--- config.mk ---
export PLATFORM = sky130hd
export DESIGN_NAME = gpio_dual_irq_ctrl
export DESIGN_NICKNAME = d
export VERILOG_FILES = /design/src/rtl/gdi_pkg.sv /design/src/rtl/gdi_sync.sv /design/src/rtl/gdi_edge_unit.sv /design/src/rtl/gdi_cfg_regs.sv /design/src/rtl/gpio_dual_irq_ctrl.sv
export SDC_FILE = /design/constraint.sdc
export NUM_CORES = 1
export LEC_CHECK = 0
export BUFFER_PORTS_ARGS = -buffer_cell sky130_fd_sc_hd__buf_4
export CAP_MARGIN = 5
export CORE_ASPECT_RATIO = 1.4
export CORE_MARGIN = 5
export CORE_UTILIZATION = 57
export DETAILED_ROUTE_END_ITERATION = 6
export PLACE_DENSITY = 0.8
export SLEW_MARGIN = 15
export SYNTH_ARGS = -nofsm -noshare
export SYNTH_HDL_FRONTEND = slang
export SYNTH_SLANG_ARGS = --single-unit
--- constraint.sdc ---
create_clock -name clk -period 2.33 [get_ports clk]
set_input_delay 0.233 -clock clk [delete_from_list [all_inputs] [get_ports clk]]
set_output_delay 0.233 -clock clk [all_outputs]
set_load 0.02 [all_outputs]
--- src/rtl/gdi_pkg.sv ---
package gdi_pkg;
  localparam int ADDR_W = 8;
  localparam int DATA_W = 32;
  localparam logic [ADDR_W-1:0] OFS_STATUS = 8'h00;
  localparam logic [ADDR_W-1:0] OFS_SMASK  = 8'h04;
  localparam logic [ADDR_W-1:0] OFS_DIN    = 8'h40;
  localparam logic [ADDR_W-1:0] OFS_DOUT   = 8'h44;
  localparam logic [ADDR_W-1:0] OFS_OE     = 8'h48;
  localparam logic [ADDR_W-1:0] OFS_LPOL   = 8'h50;
  localparam logic [ADDR_W-1:0] OFS_LMASK  = 8'h54;
  localparam logic [ADDR_W-1:0] OFS_EVENT  = 8'h58;
  localparam logic [ADDR_W-1:0] OFS_EMASK  = 8'h5C;
  localparam logic [ADDR_W-1:0] OFS_EPOL   = 8'h64;
endpackage

--- src/rtl/gdi_sync.sv ---
module gdi_sync #(
  parameter int W = 16,
  parameter int STAGES = 2
) (
  input  logic         clk,
  input  logic         rst,
  input  logic [W-1:0] async_in,
  output logic [W-1:0] cur,
  output logic [W-1:0] prev
);
  logic [W-1:0] chain [STAGES];

  always_ff @(posedge clk) begin
    if (rst) chain[0] <= '0;
    else     chain[0] <= async_in;
  end

  for (genvar s = 1; s < STAGES; s++) begin : g_stage
    always_ff @(posedge clk) begin
      if (rst) chain[s] <= '0;
      else     chain[s] <= chain[s-1];
    end
  end

  always_ff @(posedge clk) begin
    if (rst) prev <= '0;
    else     prev <= chain[STAGES-1];
  end

  assign cur = chain[STAGES-1];
endmodule

--- src/rtl/gdi_edge_unit.sv ---
module gdi_edge_unit #(
  parameter int W = 16
) (
  input  logic         clk,
  input  logic         rst,
  input  logic [W-1:0] cur,
  input  logic [W-1:0] prev,
  input  logic [W-1:0] fall_sel,
  input  logic [W-1:0] clr,
  output logic [W-1:0] hit,
  output logic [W-1:0] ev
);
  for (genvar i = 0; i < W; i++) begin : g_pin
    assign hit[i] = fall_sel[i] ? (prev[i] & ~cur[i]) : (cur[i] & ~prev[i]);
    always_ff @(posedge clk) begin
      if (rst) ev[i] <= 1'b0;
      else     ev[i] <= hit[i] | (ev[i] & ~clr[i]);
    end
  end
endmodule

--- src/rtl/gdi_cfg_regs.sv ---
module gdi_cfg_regs
  import gdi_pkg::*;
#(
  parameter int W = 16
) (
  input  logic              clk,
  input  logic              rst,
  input  logic              wr_en,
  input  logic [ADDR_W-1:0] addr,
  input  logic [DATA_W-1:0] wdata,
  output logic [W-1:0]      dout,
  output logic [W-1:0]      oe,
  output logic [W-1:0]      lpol,
  output logic [W-1:0]      lmask,
  output logic [W-1:0]      emask,
  output logic [W-1:0]      epol,
  output logic              smask,
  output logic [W-1:0]      ev_clr
);
  logic [W-1:0] wd;
  assign wd     = wdata[W-1:0];
  assign ev_clr = (wr_en && addr == OFS_EVENT) ? wd : '0;

  always_ff @(posedge clk) begin
    if (rst) begin
      dout  <= '0;
      oe    <= '0;
      lpol  <= '0;
      lmask <= '0;
      emask <= '0;
      epol  <= '0;
      smask <= 1'b0;
    end else if (wr_en) begin
      case (addr)
        OFS_DOUT:  dout  <= wd;
        OFS_OE:    oe    <= wd;
        OFS_LPOL:  lpol  <= wd;
        OFS_LMASK: lmask <= wd;
        OFS_EMASK: emask <= wd;
        OFS_EPOL:  epol  <= wd;
        OFS_SMASK: smask <= wdata[0];
        default: ;
      endcase
    end
  end
endmodule

--- src/rtl/gpio_dual_irq_ctrl.sv ---
module gpio_dual_irq_ctrl
  import gdi_pkg::*;
#(
  parameter int NUM_PINS = 16
) (
  input  logic                clk,
  input  logic                rst,
  input  logic                reg_wr_en,
  input  logic                reg_rd_en,
  input  logic [7:0]          reg_addr,
  input  logic [31:0]         reg_wdata,
  output logic [31:0]         reg_rdata,
  input  logic [NUM_PINS-1:0] pin_in,
  output logic [NUM_PINS-1:0] pin_out,
  output logic [NUM_PINS-1:0] pin_oe,
  output logic                irq
);
  logic [NUM_PINS-1:0] sync_cur, sync_prev, edge_hit, ev, ev_clr;
  logic [NUM_PINS-1:0] lpol, lmask, emask, epol;
  logic                smask, status_bit;
  logic [NUM_PINS-1:0] lvl_pend, edg_pend;
  logic [DATA_W-1:0]   rd_mux;

  gdi_sync #(.W(NUM_PINS), .STAGES(2)) u_sync (
    .clk(clk), .rst(rst), .async_in(pin_in), .cur(sync_cur), .prev(sync_prev)
  );

  gdi_cfg_regs #(.W(NUM_PINS)) u_cfg (
    .clk(clk), .rst(rst), .wr_en(reg_wr_en), .addr(reg_addr), .wdata(reg_wdata),
    .dout(pin_out), .oe(pin_oe), .lpol(lpol), .lmask(lmask), .emask(emask),
    .epol(epol), .smask(smask), .ev_clr(ev_clr)
  );

  gdi_edge_unit #(.W(NUM_PINS)) u_edge (
    .clk(clk), .rst(rst), .cur(sync_cur), .prev(sync_prev), .fall_sel(epol),
    .clr(ev_clr), .hit(edge_hit), .ev(ev)
  );

  assign lvl_pend   = (sync_cur ^ lpol) & lmask;
  assign edg_pend   = ev & emask;
  assign status_bit = |{lvl_pend, edg_pend};

  always_ff @(posedge clk) begin
    if (rst) irq <= 1'b0;
    else     irq <= status_bit & smask;
  end

  always_comb begin
    rd_mux = '0;
    case (reg_addr)
      OFS_STATUS: rd_mux[0] = status_bit;
      OFS_SMASK:  rd_mux[0] = smask;
      OFS_DIN:    rd_mux    = DATA_W'(sync_cur);
      OFS_DOUT:   rd_mux    = DATA_W'(pin_out);
      OFS_OE:     rd_mux    = DATA_W'(pin_oe);
      OFS_LPOL:   rd_mux    = DATA_W'(lpol);
      OFS_LMASK:  rd_mux    = DATA_W'(lmask);
      OFS_EVENT:  rd_mux    = DATA_W'(ev);
      OFS_EMASK:  rd_mux    = DATA_W'(emask);
      OFS_EPOL:   rd_mux    = DATA_W'(epol);
      default:    rd_mux    = '0;
    endcase
  end

  always_ff @(posedge clk) begin
    if (rst)            reg_rdata <= '0;
    else if (reg_rd_en) reg_rdata <= rd_mux;
  end
endmodule

==> summary.log, run 1 <==
qor: synthesis.synth.top_cell.area_share 45.37%
qor: synthesis.syn_inst_count 893
qor: timing.unrepaired_setup_endpoints_after_global_routing no
qor: setup_path.ff2ff_path_depth 5
qor: timing.slew_viol_final 0
qor: setup_path.critical-path-slowest-cell sky130_fd_sc_hd__or4_1
qor: global_routing.grt_util_all_layers 29.98%
qor: timing.max_slew_margin 30.61%
qor: clocking.clock_tree.buffer_depth 2
qor: setup_path.ff2ff_setup_slack 0.37 ns
qor: setup_path.reg2reg_to reg_rdata[0]$_SDFFE_PP0P_
qor: global_routing.first_global_vias 6603
qor: final_layout.antenna_cells 0
qor: floorplanning.dieArea 0.01626 mm²
qor: routing.firstDrtPassIters 6
qor: timing.fin_crit_sh 84.05%
qor: timing.layout_setup_ws 0.3717 ns
qor: flow_run.cap_viol_max_count 0
qor: synthesis.synth-main-ff-cell sky130_fd_sc_hd__dfxtp_1
qor: routing.detailroute.via_count 7207
qor: synthesis.synth.avg_cell_area 8.795 µm²
qor: power_and_ir_drop.power.ir.vdd_worst 0.5230 mV
qor: synthesis.synth_enable_flop_cells 0
qor: routing.initialDrtViolationCount 783
qor: setup_path.cp-endpoint reg_rdata[0]$_SDFFE_PP0P_
qor: floorplanning.die-width 109.2 µm
qor: synthesis.synth.top_cells.by_area sky130_fd_sc_hd__dfxtp_1, sky130_fd_sc_hd__nand2_1, sky130_fd_sc_hd__a21oi_1, sky130_fd_sc_hd__nor2b_1, sky130_fd_sc_hd__mux2i_1
qor: final_layout.finish.net_count 1048
qor: timing.finalHoldViolCount 0
qor: setup_path.timing.critical_path.from_type flip-flop
qor: global_routing.grt_first_pass_wirelength 37.10 mm
qor: clocking.tritoncts.num_buffers 17
qor: synthesis.synth_async_sr_flop_share 0%
qor: clocking.post-cts-setup-buffers 0
qor: timing.post-route-min-period 1.958 ns
qor: routing.routed_via_count_divided_by_cell_count 6.092
qor: timing.totalNegativeSetupSlack 0 ns
qor: final_layout.post_route_cells_drive_above_1_share 19.28%
qor: global_routing.grt_antenna_before_repair 0
qor: synthesis.synth.yosys.seq_area_share 45.37%
qor: timing.tightest_slew 1.037 ns
qor: synthesis.yosysWarnings 0
qor: floorplanning.ios 125
qor: final_layout.finish.cell_count_without_fillers 1183
qor: setup_path.worst_path_largest_cell_delay 0.60 ns
qor: final_layout.area_added_between_synthesis_and_finish 19.10%
qor: floorplanning.coreArea 0.01345 mm²
qor: clocking.cts_num_sinks 178
qor: routing.route.detailed.wl_per_inst 20.41 µm
qor: power_and_ir_drop.power_per_cell_area 676.2 mW/mm²
qor: clocking.tritoncts built
qor: global_routing.grt_max_degree 82
qor: clocking.clk_transition_reported_paths 0.07 ns
qor: synthesis.synth-seq-cells 178
qor: setup_path.critPathTopFamily simple AND/OR/NAND/NOR gates
qor: setup_path.critPathKind reg -> reg
qor: place.place_congestion 0.9712
qor: setup_path.critical_path_buf_inv_count 0
qor: power_and_ir_drop.totalPowerFinal 6.325 mW
qor: setup_path.critical_path_peak_fanout 3
qor: min_path.worstHoldPathType in -> reg
qor: setup_path.cp_num_cells 5
qor: routing.detail_route.wirelength 24.14 mm
qor: timing.max_clock_freq 510.6 MHz
qor: floorplanning.start_util 58.39%
qor: timing.worst_clock_skew_on_the_final_layout 0.007805 ns
qor: setup_path.crit-reg2reg-launch u_edge.ev[12]$_SDFF_PP0_
qor: power_and_ir_drop.power.static_leakage 3.654 nW
qor: clocking.cts_htree_levels 4
qor: routing.antenna_violating_nets_post_route 0
qor: timing.setup-violations-final 0
qor: clocking.post_cts.resized_instances 0
qor: setup_path.setup.worst_path.end_class flip-flop
qor: place.post-place-cells 1150
qor: setup_path.timing.critical_path.from u_edge.ev[12]$_SDFF_PP0_
qor: setup_path.worst-endpoint-arrival 2.27 ns
qor: place.io_buffer_count 92
qor: global_routing.grt_remaining_overflow 0
qor: routing.drc 0
qor: floorplanning.dieHeight 148.9 µm
qor: run_status.run_status completed
qor: floorplanning.num_rows 50
qor: synthesis.synth_area_leader_cell sky130_fd_sc_hd__dfxtp_1
qor: synthesis.syn_area 0.007854 mm²
qor: clocking.clk_tree_root_cell sky130_fd_sc_hd__clkbuf_16
qor: setup_path.critical_path_cell_by_cell a22oi_1 > nand4_1 > or4_1 > o311ai_0 > nand3_1
qor: place.detailed_placement_wirelength_estimate 17.00 mm
qor: clocking.clkLatencyLatePin 0.43 ns
qor: clocking.cts_hold_buf 0
qor: setup_path.cp.required 2.64 ns
qor: place.dp_slack 0.3322 ns
qor: synthesis.distinct_cells_synth 61
## power breakdown
part	total, mW	internal (mW)	switching [mW]
sequential	3.14	3.09	0.0494
clock	2.79	1.53	1.26
combinational	0.398	0.149	0.249
## kinds of logic after synthesis
group           synth area share (%)
buf+inv                        5.401
mux                            5.050
xor+xnor                       1.784
compound gates                 17.95
simple gates                   24.39
other cells                  0.04775
flops                          45.37
## state kept, by name, summed over array words and instances (netlist names)
signal	flops
irq	1
reg_rdata	16
u_cfg.dout	16
u_cfg.emask	16
u_cfg.epol	16
u_cfg.lmask	16
u_cfg.lpol	16
u_cfg.oe	16
u_cfg.smask	1
u_edge.ev	16
u_sync.chain	32
u_sync.prev	16
## synthesized netlist by cell type (4+ instances only)
| master | number |
|---|---|
| sky130_fd_sc_hd__a22o_1 | 12 |
| sky130_fd_sc_hd__nor2_1 | 42 |
| sky130_fd_sc_hd__mux2i_1 | 34 |
| sky130_fd_sc_hd__nor3b_1 | 17 |
| sky130_fd_sc_hd__a22oi_1 | 40 |
| sky130_fd_sc_hd__o21ai_0 | 11 |
| sky130_fd_sc_hd__mux2_2 | 5 |
| sky130_fd_sc_hd__a221oi_1 | 8 |
| sky130_fd_sc_hd__buf_4 | 26 |
| sky130_fd_sc_hd__nand2_1 | 163 |
| sky130_fd_sc_hd__buf_2 | 16 |
| sky130_fd_sc_hd__a21oi_1 | 86 |
| sky130_fd_sc_hd__clkbuf_1 | 28 |
| sky130_fd_sc_hd__and3_1 | 4 |
| sky130_fd_sc_hd__nor2b_1 | 68 |
| sky130_fd_sc_hd__a221oi_2 | 9 |
| sky130_fd_sc_hd__xor2_1 | 16 |
| sky130_fd_sc_hd__o22ai_1 | 6 |
| sky130_fd_sc_hd__o2bb2ai_1 | 7 |
| sky130_fd_sc_hd__dfxtp_1 | 178 |
| sky130_fd_sc_hd__o211ai_1 | 6 |
| sky130_fd_sc_hd__nand3_1 | 50 |
## metal layers
layer / global-route usage, % / wire [µm]
met4: 16.28 / 1375
met3: 6.799 / 2528
met1: 39.45 / 9370
met5: 0 / 0
met2: 45.39 / 10870
## cell usage in the layout, fill, tap and decap left out, drive strengths merged, types with 2 or more instances in the layout
cell type / count
a21oi: 86
a221oi: 17
o2bb2ai: 7
nor3: 5
or4b: 2
nor2b: 68
conb: 16
a32oi: 3
a21o: 3
mux2: 5
nor2: 45
o211ai: 6
or2: 2
buf: 134
clkinv: 5
nand2: 165
nand3: 51
a22oi: 40
a22o: 12
o221ai: 2
mux2i: 34
nor3b: 17
a2111oi: 3
dfxtp: 178
and2: 3
xor2: 16
clkbuf: 20
o21ai: 11
nor4: 2
and3: 4
inv: 8
nor4b: 3
nand4: 3
o22ai: 6
## area by class of cell
class,instances,area (µm²)
Sequential cell,178,3563
Fill cell,1097,4096
Tap cell,182,227.7
Clock inverter,12,122.6
Multi-Input combinational cell,653,3929
Clock buffer,20,446.7
Inverter,3,11.26
Timing Repair Buffer,135,1054
## how the worst min path moves through the flow
stage,slack [ns],start,cells past startpoint,to
4_1_cts,0.002,pin_in[2],2,u_sync.chain[0][2]$_SDFF_PP0_
3_5_place_dp,0.42,u_sync.chain[0][14]$_SDFF_PP0_,1,u_sync.chain[1][14]$_SDFF_PP0_
2_1_floorplan,0.36,pin_in[0],1,u_sync.chain[0][0]$_SDFF_PP0_
6_report,0.007,pin_in[14],2,u_sync.chain[0][14]$_SDFF_PP0_
5_1_grt,0.009,pin_in[9],2,u_sync.chain[0][9]$_SDFF_PP0_
3_3_place_gp,0.42,u_sync.chain[0][0]$_SDFF_PP0_,1,u_sync.chain[1][0]$_SDFF_PP0_
## metrics by stage
step                      area, µm²  hold WS [ns]  util, %
after floorplan                7910        0.3612        -
after global placement         8775        0.4158    65.24
after detailed placement       8775        0.4204    65.24
after CTS                      9344      0.002263    69.47
after global routing           9354      0.009374    69.54
final                          9354      0.007121    69.54
(Power assumes the default switching activity.)
==> run 2: changes to the inputs <==
- clock period: 2.33 -> 2.03 ns (I/O delays scaled with it)
==> summary.log, run 2 (synthesis results as in run 1) <==
qor: timing.unrepaired_setup_endpoints_after_global_routing no [unchanged]
qor: timing.post-route-min-period 1.925 ns [was 1.958 ns]
qor: global_routing.grt_remaining_overflow 0 [unchanged]
qor: setup_path.critical_path_cell_by_cell a22oi_1 > nand4_1 > or4_1 > o311ai_1 > nand3_1 [was a22oi_1 > nand4_1 > or4_1 > o311ai_0 > nand3_1]
qor: place.io_buffer_count 92 [unchanged]
qor: routing.routed_via_count_divided_by_cell_count 6.071 [was 6.092]
qor: power_and_ir_drop.power.ir.vdd_worst 0.5294 mV [was 0.5230 mV]
qor: setup_path.timing.critical_path.from u_edge.ev[12]$_SDFF_PP0_ [unchanged]
qor: setup_path.cp.required 2.34 ns [was 2.64 ns]
qor: setup_path.critPathKind reg -> reg [unchanged]
qor: final_layout.post_route_cells_drive_above_1_share 19.65% [was 19.28%]
qor: routing.detailroute.via_count 7315 [was 7207]
qor: final_layout.max_flop_register u_sync.chain [unchanged]
qor: clocking.tritoncts.num_buffers 17 [unchanged]
qor: min_path.timing.hold.worst.start rst [was pin_in[14]]
qor: final_layout.flip_flop_count_of_the_largest_register_after_layout 32 [unchanged]
qor: clocking.clkLatencyLatePin 0.43 ns [about the same]
qor: timing.totalNegativeSetupSlack 0 ns [unchanged]
qor: setup_path.critical_path_peak_fanout 3 [unchanged]
qor: min_path.worstHoldPathType in -> reg [unchanged]
qor: timing.worst_clock_skew_on_the_final_layout 0.009528 ns [was 0.007805 ns]
qor: global_routing.grt_max_degree 156 [was 82]
qor: clocking.cts_htree_levels 4 [unchanged]
qor: routing.firstDrtPassIters 5 [was 6]
qor: setup_path.crit-reg2reg-launch u_edge.ev[12]$_SDFF_PP0_ [unchanged]
qor: setup_path.timing.critical_path.from_type flip-flop [unchanged]
qor: power_and_ir_drop.power_per_cell_area 774.3 mW/mm² [was 676.2 mW/mm²]
qor: global_routing.grt_first_pass_wirelength 36.41 mm [was 37.10 mm]
qor: routing.detail_route.wirelength 23.59 mm [was 24.14 mm]
qor: floorplanning.dieHeight 148.9 µm [unchanged]
qor: floorplanning.start_util 58.39% [unchanged]
qor: floorplanning.num_rows 50 [unchanged]
qor: place.place_congestion 1.009 [was 0.9712]
qor: timing.max_slew_margin 29.88% [was 30.61%]
qor: final_layout.area_added_between_synthesis_and_finish 21.97% [was 19.10%]
qor: routing.drc 0 [unchanged]
qor: global_routing.grt_util_all_layers 29.01% [was 29.98%]
qor: power_and_ir_drop.power.static_leakage 3.771 nW [was 3.654 nW]
qor: setup_path.ff2ff_setup_slack 0.11 ns [was 0.37 ns]
qor: floorplanning.dieArea 0.01626 mm² [unchanged]
qor: place.detailed_placement_wirelength_estimate 16.90 mm [was 17.00 mm]
qor: timing.fin_crit_sh 94.82% [was 84.05%]
qor: clocking.tritoncts built [unchanged]
qor: global_routing.first_global_vias 6743 [was 6603]
qor: run_status.run_status completed [unchanged]
qor: final_layout.antenna_cells 0 [unchanged]
qor: final_layout.most-common-layout-cells sky130_fd_sc_hd__dfxtp_1, sky130_fd_sc_hd__nand2_1, sky130_fd_sc_hd__buf_4 [unchanged]
qor: setup_path.worst-endpoint-arrival 2.23 ns [was 2.27 ns]
qor: timing.setup-violations-final 0 [unchanged]
qor: timing.max_clock_freq 519.5 MHz [was 510.6 MHz]
qor: routing.antenna_violating_nets_post_route 0 [unchanged]
qor: timing.slew_viol_final 0 [unchanged]
qor: final_layout.layout.cells.most_common sky130_fd_sc_hd__dfxtp_1 [unchanged]
qor: clocking.cts_num_sinks 178 [unchanged]
qor: clocking.clock_tree.buffer_depth 2 [unchanged]
qor: final_layout.finish.net_count 1070 [was 1048]
qor: setup_path.worst_path_largest_cell_delay 0.62 ns [was 0.60 ns]
qor: clocking.post-cts-setup-buffers 0 [unchanged]
qor: timing.tightest_slew 1.048 ns [was 1.037 ns]
qor: routing.initialDrtViolationCount 717 [was 783]
qor: setup_path.ff2ff_path_depth 5 [unchanged]
qor: routing.route.detailed.wl_per_inst 19.57 µm [was 20.41 µm]
qor: floorplanning.ios 125 [unchanged]
qor: floorplanning.die-width 109.2 µm [unchanged]
qor: setup_path.critical-path-slowest-cell sky130_fd_sc_hd__or4_1 [unchanged]
qor: floorplanning.coreArea 0.01345 mm² [unchanged]
qor: place.dp_slack 0.07366 ns [was 0.3322 ns]
qor: timing.layout_setup_ws 0.1052 ns [was 0.3717 ns]
qor: setup_path.reg2reg_to reg_rdata[0]$_SDFFE_PP0P_ [unchanged]
qor: timing.finalHoldViolCount 0 [unchanged]
qor: global_routing.grt_antenna_before_repair 0 [unchanged]
qor: flow_run.cap_viol_max_count 0 [unchanged]
qor: setup_path.cp-endpoint reg_rdata[0]$_SDFFE_PP0P_ [unchanged]
qor: clocking.clk_tree_root_cell sky130_fd_sc_hd__clkbuf_16 [unchanged]
qor: clocking.clk_transition_reported_paths 0.07 ns [about the same]
qor: setup_path.setup.worst_path.end_class flip-flop [unchanged]
## run 2: power breakdown
group / total, mW / switching [mW] / internal, mW
sequential: 3.60 / 0.0514 / 3.55
clock: 3.32 / 1.45 / 1.87
combinational: 0.494 / 0.294 / 0.200
total: 7.42 / 1.79 / 5.62
## run 2: final cells by class
class / count / area, µm²
multi-input combinational: 653 / 3929
fill: 1045 / 3871
sequential: 178 / 3563
timing repair buffer: 157 / 1256
clock buffer: 19 / 442.9
tap: 182 / 227.7
clock inverter: 13 / 148.9
inverter: 3 / 11.26
## run 2: worst min-delay path by stage
stage / to / slack [ns] / depth (start not counted)
6_report: u_cfg.oe[7]$_SDFFE_PP0P_ / 0.06 / 2
5_1_grt: u_cfg.oe[7]$_SDFFE_PP0P_ / 0.06 / 2
4_1_cts: u_cfg.oe[7]$_SDFFE_PP0P_ / 0.04 / 2
3_5_place_dp: u_sync.chain[0][11]$_SDFF_PP0_ / 0.42 / 2
3_3_place_gp: u_sync.chain[0][15]$_SDFF_PP0_ / 0.41 / 2
2_1_floorplan: u_sync.chain[0][0]$_SDFF_PP0_ / 0.33 / 1
## run 2: timing repair
item,CTS,global route
hold buffers,16,0
setup endpoints to repair,0,1
hold endpoints to repair,16,0
gates resized for setup,0,1
## run 2: through the flow
stage / area, µm² / utilization (%) / hold WS, ns / power [mW] / instances
2_1_floorplan: 7910 / - / 0.3312 / 3.939 / 908
5_1_grt: 9579 / 71.22 / 0.06244 / 7.624 / 1205
3_3_place_gp: 8827 / 65.63 / 0.4130 / 4.127 / 1157
4_1_cts: 9579 / 71.22 / 0.03916 / 7.436 / 1205
6_report: 9579 / 71.22 / 0.05568 / 7.417 / 1205
3_5_place_dp: 8827 / 65.63 / 0.4171 / 4.132 / 1157
## run 2: per-layer routing
layer  GRT usage (%)  share of wire [%]  wire [µm]
met1           36.44                 38       9061
met2           44.37                 45      10680
met3           7.666                 11       2478
met5               0                  0          0
met4           17.22                5.8       1368
## run 2: critical path: cells and delay by family, from the launching register on
| family | cells | cell delay [ns] |
|---|---|---|
| AO/OA/AOI/OAI | 2 | 0.51 |
| AND/OR/NAND/NOR | 3 | 0.96 |
| flip-flops | 1 | 0.34 |
==> run 3: changes to the inputs <==
- ABC_AREA: not set -> 1
- CORE_UTILIZATION: 57 -> 56
- PLACE_DENSITY: 0.8 -> 0.79
==> summary.log, run 3 <==
qor: run_status.run_status finished with violations [was completed]
qor: run_status.violations negative hold slack
qor: final_layout.post_route_cells_drive_above_1_share 13.48% [was 19.65%]
qor: clocking.cts_num_sinks 178 [unchanged]
qor: final_layout.area_added_between_synthesis_and_finish 20.80% [was 21.97%]
qor: setup_path.setup.worst_path.end_class flip-flop [unchanged]
qor: final_layout.max_flop_register u_sync.chain [unchanged]
qor: routing.firstDrtPassIters 5 [unchanged]
qor: global_routing.grt_first_pass_wirelength 34.43 mm [was 36.41 mm]
qor: floorplanning.dieHeight 148.5 µm [was 148.9 µm]
qor: floorplanning.ios 125 [unchanged]
qor: routing.initialDrtViolationCount 492 [was 717]
qor: synthesis.synth.top_cells.by_area sky130_fd_sc_hd__dfxtp_1, sky130_fd_sc_hd__nor2_1, sky130_fd_sc_hd__a211oi_1, sky130_fd_sc_hd__inv_1, sky130_fd_sc_hd__nand2_1 [was sky130_fd_sc_hd__dfxtp_1, sky130_fd_sc_hd__nand2_1, sky130_fd_sc_hd__a21oi_1, sky130_fd_sc_hd__nor2b_1, sky130_fd_sc_hd__mux2i_1]
qor: floorplanning.die-width 108.9 µm [was 109.2 µm]
qor: synthesis.synth.yosys.seq_area_share 46.45% [was 45.37%]
qor: place.dp_slack 0.2259 ns [was 0.07366 ns]
qor: global_routing.grt_remaining_overflow 0 [unchanged]
qor: setup_path.cp.required 2.35 ns [was 2.34 ns]
qor: timing.fin_crit_sh 80.03% [was 94.82%]
qor: synthesis.synth.mux.area_fraction 0% [was 5.050%]
qor: synthesis.synth-seq-cells 178 [unchanged]
qor: clocking.post-cts-setup-buffers 0 [unchanged]
qor: timing.totalNegativeSetupSlack 0 ns [unchanged]
qor: synthesis.synth_simple_gate_area_share 22.59% [was 24.39%]
qor: clocking.clkLatencyLatePin 0.42 ns [was 0.43 ns]
qor: routing.route.detailed.wl_per_inst 16.63 µm [was 19.57 µm]
qor: synthesis.main_combinational_cell_family_by_area_after_synthesis simple AND/OR/NAND/NOR gates [unchanged]
qor: synthesis.leading_post_synthesis_cells_by_instance_count sky130_fd_sc_hd__nor2_1, sky130_fd_sc_hd__dfxtp_1, sky130_fd_sc_hd__inv_1 [was sky130_fd_sc_hd__dfxtp_1, sky130_fd_sc_hd__nand2_1, sky130_fd_sc_hd__a21oi_1]
qor: global_routing.grt_util_all_layers 27.32% [was 29.01%]
qor: setup_path.worst_path_largest_cell_delay 0.31 ns [was 0.62 ns]
qor: floorplanning.start_util 57.30% [was 58.39%]
qor: timing.post-route-min-period 1.625 ns [was 1.925 ns]
qor: routing.drc 0 [unchanged]
qor: min_path.worstHoldPathType in -> reg [unchanged]
qor: place.place_congestion 0.8952 [was 1.009]
qor: timing.max_slew_margin 62.11% [was 29.88%]
qor: setup_path.timing.critical_path.from_type flip-flop [unchanged]
qor: synthesis.synthXorXnorAreaFrac 0% [was 1.784%]
qor: timing.max_clock_freq 615.5 MHz [was 519.5 MHz]
qor: clocking.clk_tree_root_cell sky130_fd_sc_hd__clkbuf_16 [unchanged]
qor: power_and_ir_drop.power.ir.vdd_worst 0.5762 mV [was 0.5294 mV]
qor: routing.detail_route.wirelength 22.27 mm [was 23.59 mm]
qor: final_layout.flip_flop_count_of_the_largest_register_after_layout 32 [unchanged]
qor: routing.routed_via_count_divided_by_cell_count 5.535 [was 6.071]
qor: place.detailed_placement_wirelength_estimate 14.71 mm [was 16.90 mm]
qor: clocking.clock_tree.buffer_depth 2 [unchanged]
qor: final_layout.most-common-layout-cells sky130_fd_sc_hd__nor2_1, sky130_fd_sc_hd__dfxtp_1, sky130_fd_sc_hd__inv_1 [was sky130_fd_sc_hd__dfxtp_1, sky130_fd_sc_hd__nand2_1, sky130_fd_sc_hd__buf_4]
qor: timing.unrepaired_setup_endpoints_after_global_routing no [unchanged]
qor: synthesis.synth_async_sr_flop_share 0% [unchanged]
qor: power_and_ir_drop.power_per_cell_area 808.8 mW/mm² [was 774.3 mW/mm²]
qor: synthesis.synth_area_leader_cell sky130_fd_sc_hd__dfxtp_1 [unchanged]
qor: final_layout.finish.net_count 1204 [was 1070]
qor: clocking.cts_htree_levels 4 [unchanged]
qor: timing.layout_setup_ws 0.4054 ns [was 0.1052 ns]
qor: synthesis.syn_inst_count 1053 [was 893]
qor: synthesis.synthAdderAreaFrac 0% [unchanged]
qor: clocking.clk_transition_reported_paths 0.07 ns [about the same]
qor: timing.setup-violations-final 0 [unchanged]
qor: timing.worst_clock_skew_on_the_final_layout 0.006962 ns [was 0.009528 ns]
qor: global_routing.first_global_vias 6945 [was 6743]
qor: setup_path.dominant_cell_type_by_count_on_the_critical_path sky130_fd_sc_hd__nand2_1
qor: routing.detailroute.via_count 7412 [was 7315]
qor: setup_path.critical-path-slowest-cell sky130_fd_sc_hd__dfxtp_1 [was sky130_fd_sc_hd__or4_1]
qor: synthesis.synth-main-ff-cell sky130_fd_sc_hd__dfxtp_1 [unchanged]
qor: global_routing.grt_antenna_before_repair 0 [unchanged]
qor: synthesis.distinct_cells_synth 25 [was 61]
qor: synthesis.synth.top_cell.area_share 46.45% [was 45.37%]
qor: setup_path.critical_path_cell_by_cell inv_1 > nand2_1 > nand3_1 > nand2_1 > nor2_1 > nand3_1 > o21bai_1 > nand2_1 > nand2_1 > a21oi_1 [was a22oi_1 > nand4_1 > or4_1 > o311ai_1 > nand3_1]
qor: final_layout.finish.cell_count_without_fillers 1339 [was 1205]
qor: final_layout.final_cell_area 0.009266 mm² [was 0.009579 mm²]
qor: synthesis.synth.avg_cell_area 7.285 µm² [was 8.795 µm²]
qor: routing.antenna_violating_nets_post_route 0 [unchanged]
qor: timing.timing.hold.ws -0.004259 ns [was 0.05568 ns]
qor: timing.finalHoldViolCount 1 [was 0]
qor: clocking.tritoncts built [unchanged]
qor: setup_path.worst-endpoint-arrival 1.94 ns [was 2.23 ns]
qor: final_layout.antenna_cells 0 [unchanged]
qor: power_and_ir_drop.power.static_leakage 3.881 nW [was 3.771 nW]
qor: timing.tightest_slew 0.5677 ns [was 1.048 ns]
qor: place.detailed_place.area 0.008488 mm² [was 0.008827 mm²]
qor: place.io_buffer_count 92 [unchanged]
qor: floorplanning.dieArea 0.01617 mm² [was 0.01626 mm²]
qor: floorplanning.coreArea 0.01339 mm² [was 0.01345 mm²]
qor: global_routing.grt_max_degree 40 [was 156]
qor: synthesis.synth_enable_flop_cells 0 [unchanged]
qor: flow_run.cap_viol_max_count 0 [unchanged]
qor: timing.slew_viol_final 0 [unchanged]
qor: clocking.cts_hold_buf 14 [was 16]
qor: floorplanning.num_rows 50 [unchanged]
qor: synthesis.syn_area 0.007671 mm² [was 0.007854 mm²]
qor: clocking.tritoncts.num_buffers 17 [unchanged]
qor: synthesis.yosysMostFrequentCell sky130_fd_sc_hd__nor2_1 [was sky130_fd_sc_hd__dfxtp_1]
qor: setup_path.critical_path_peak_fanout 5 [was 3]
qor: place.post-place-cells 1293 [was 1157]
qor: clocking.post_cts.resized_instances 0 [unchanged]
qor: setup_path.critPathKind reg -> reg [unchanged]
qor: synthesis.synth_compound_area_share 17.66% [was 17.95%]
qor: final_layout.layout.cells.most_common sky130_fd_sc_hd__nor2_1 [was sky130_fd_sc_hd__dfxtp_1]
qor: synthesis.yosysWarnings 0 [unchanged]
-- run 3: changes by cell type in the layout (fill, tap and decap cells not counted), moves of 22 or more --
cell and change:
sky130_fd_sc_hd__a22oi_1 -40, sky130_fd_sc_hd__buf_4 -29, sky130_fd_sc_hd__mux2i_1 -34, sky130_fd_sc_hd__a211oi_1 +93, sky130_fd_sc_hd__a21oi_1 -67, sky130_fd_sc_hd__inv_1 +165, sky130_fd_sc_hd__nor2b_1 -68, sky130_fd_sc_hd__nor2_1 +164
sky130_fd_sc_hd__o21ai_0 +22, sky130_fd_sc_hd__o22ai_1 +39
-- run 3: kinds of logic after synthesis --
| family | count (synthesis) |
|---|---|
| AOI/OAI and AO/OA | 208 |
| buffers and inverters | 239 |
| DFF | 178 |
| other | 1 |
| and+or+nand+nor | 427 |
-- run 3: area by class of cell --
class	count	area, µm²
fillers	1127	4121
flip-flops and latches	178	3563
multi-input cells	651	3148
repair buffers	128	1059
inverters	168	630.6
clock buffers	18	439.2
well taps	182	227.7
clock inverters	14	198.9
-- run 3: final timing paths --
| check | from | endpoint | slack [ns] | cells past startpoint |
|---|---|---|---|---|
| min reg2reg | u_sync.chain[0][9]$_SDFF_PP0_ | u_sync.chain[1][9]$_SDFF_PP0_ | 0.40 | 2 |
| min | pin_in[0] | u_sync.chain[0][0]$_SDFF_PP0_ | -0.004 | 3 |
| max reg2reg | u_sync.chain[1][12]$_SDFF_PP0_ | reg_rdata[0]$_SDFFE_PP0P_ | 0.41 | 10 |
| max | u_sync.chain[1][12]$_SDFF_PP0_ | reg_rdata[0]$_SDFFE_PP0P_ | 0.41 | 10 |
-- run 3: worst max-delay path, delay by kind of cell, from the launching register on --
| family | cells | cell delay, ns |
|---|---|---|
| AO/OA/AOI/OAI | 2 | 0.22 |
| buffers and inverters | 1 | 0.12 |
| flip-flops | 1 | 0.31 |
| AND/OR/NAND/NOR | 7 | 0.86 |
-- run 3: where the power goes --
part	leakage (nW)	internal, mW	switching (mW)	total [mW]
registers	1.44	3.55	0.0322	3.58
logic	2.13	0.135	0.246	0.381
clock network	0.312	2.11	1.42	3.53
-- run 3: per-stage QoR --
| step | util [%] | total power [mW] |
|---|---|---|
| after floorplan | - | 3.871 |
| after global placement | 63.40 | 4.007 |
| after detailed placement | 63.40 | 4.012 |
| after CTS | 69.22 | 7.498 |
| after global routing | 69.22 | 7.684 |
| final | 69.22 | 7.495 |
-- run 3: routing by layer --
metal	up-vias	wire length [µm]	global-route usage [%]
met5	-	0	0
met4	0	1220	15.54
met3	84	1680	4.776
met2	357	11070	46.74
met1	3404	8294	31.66
li1	3567	-	-
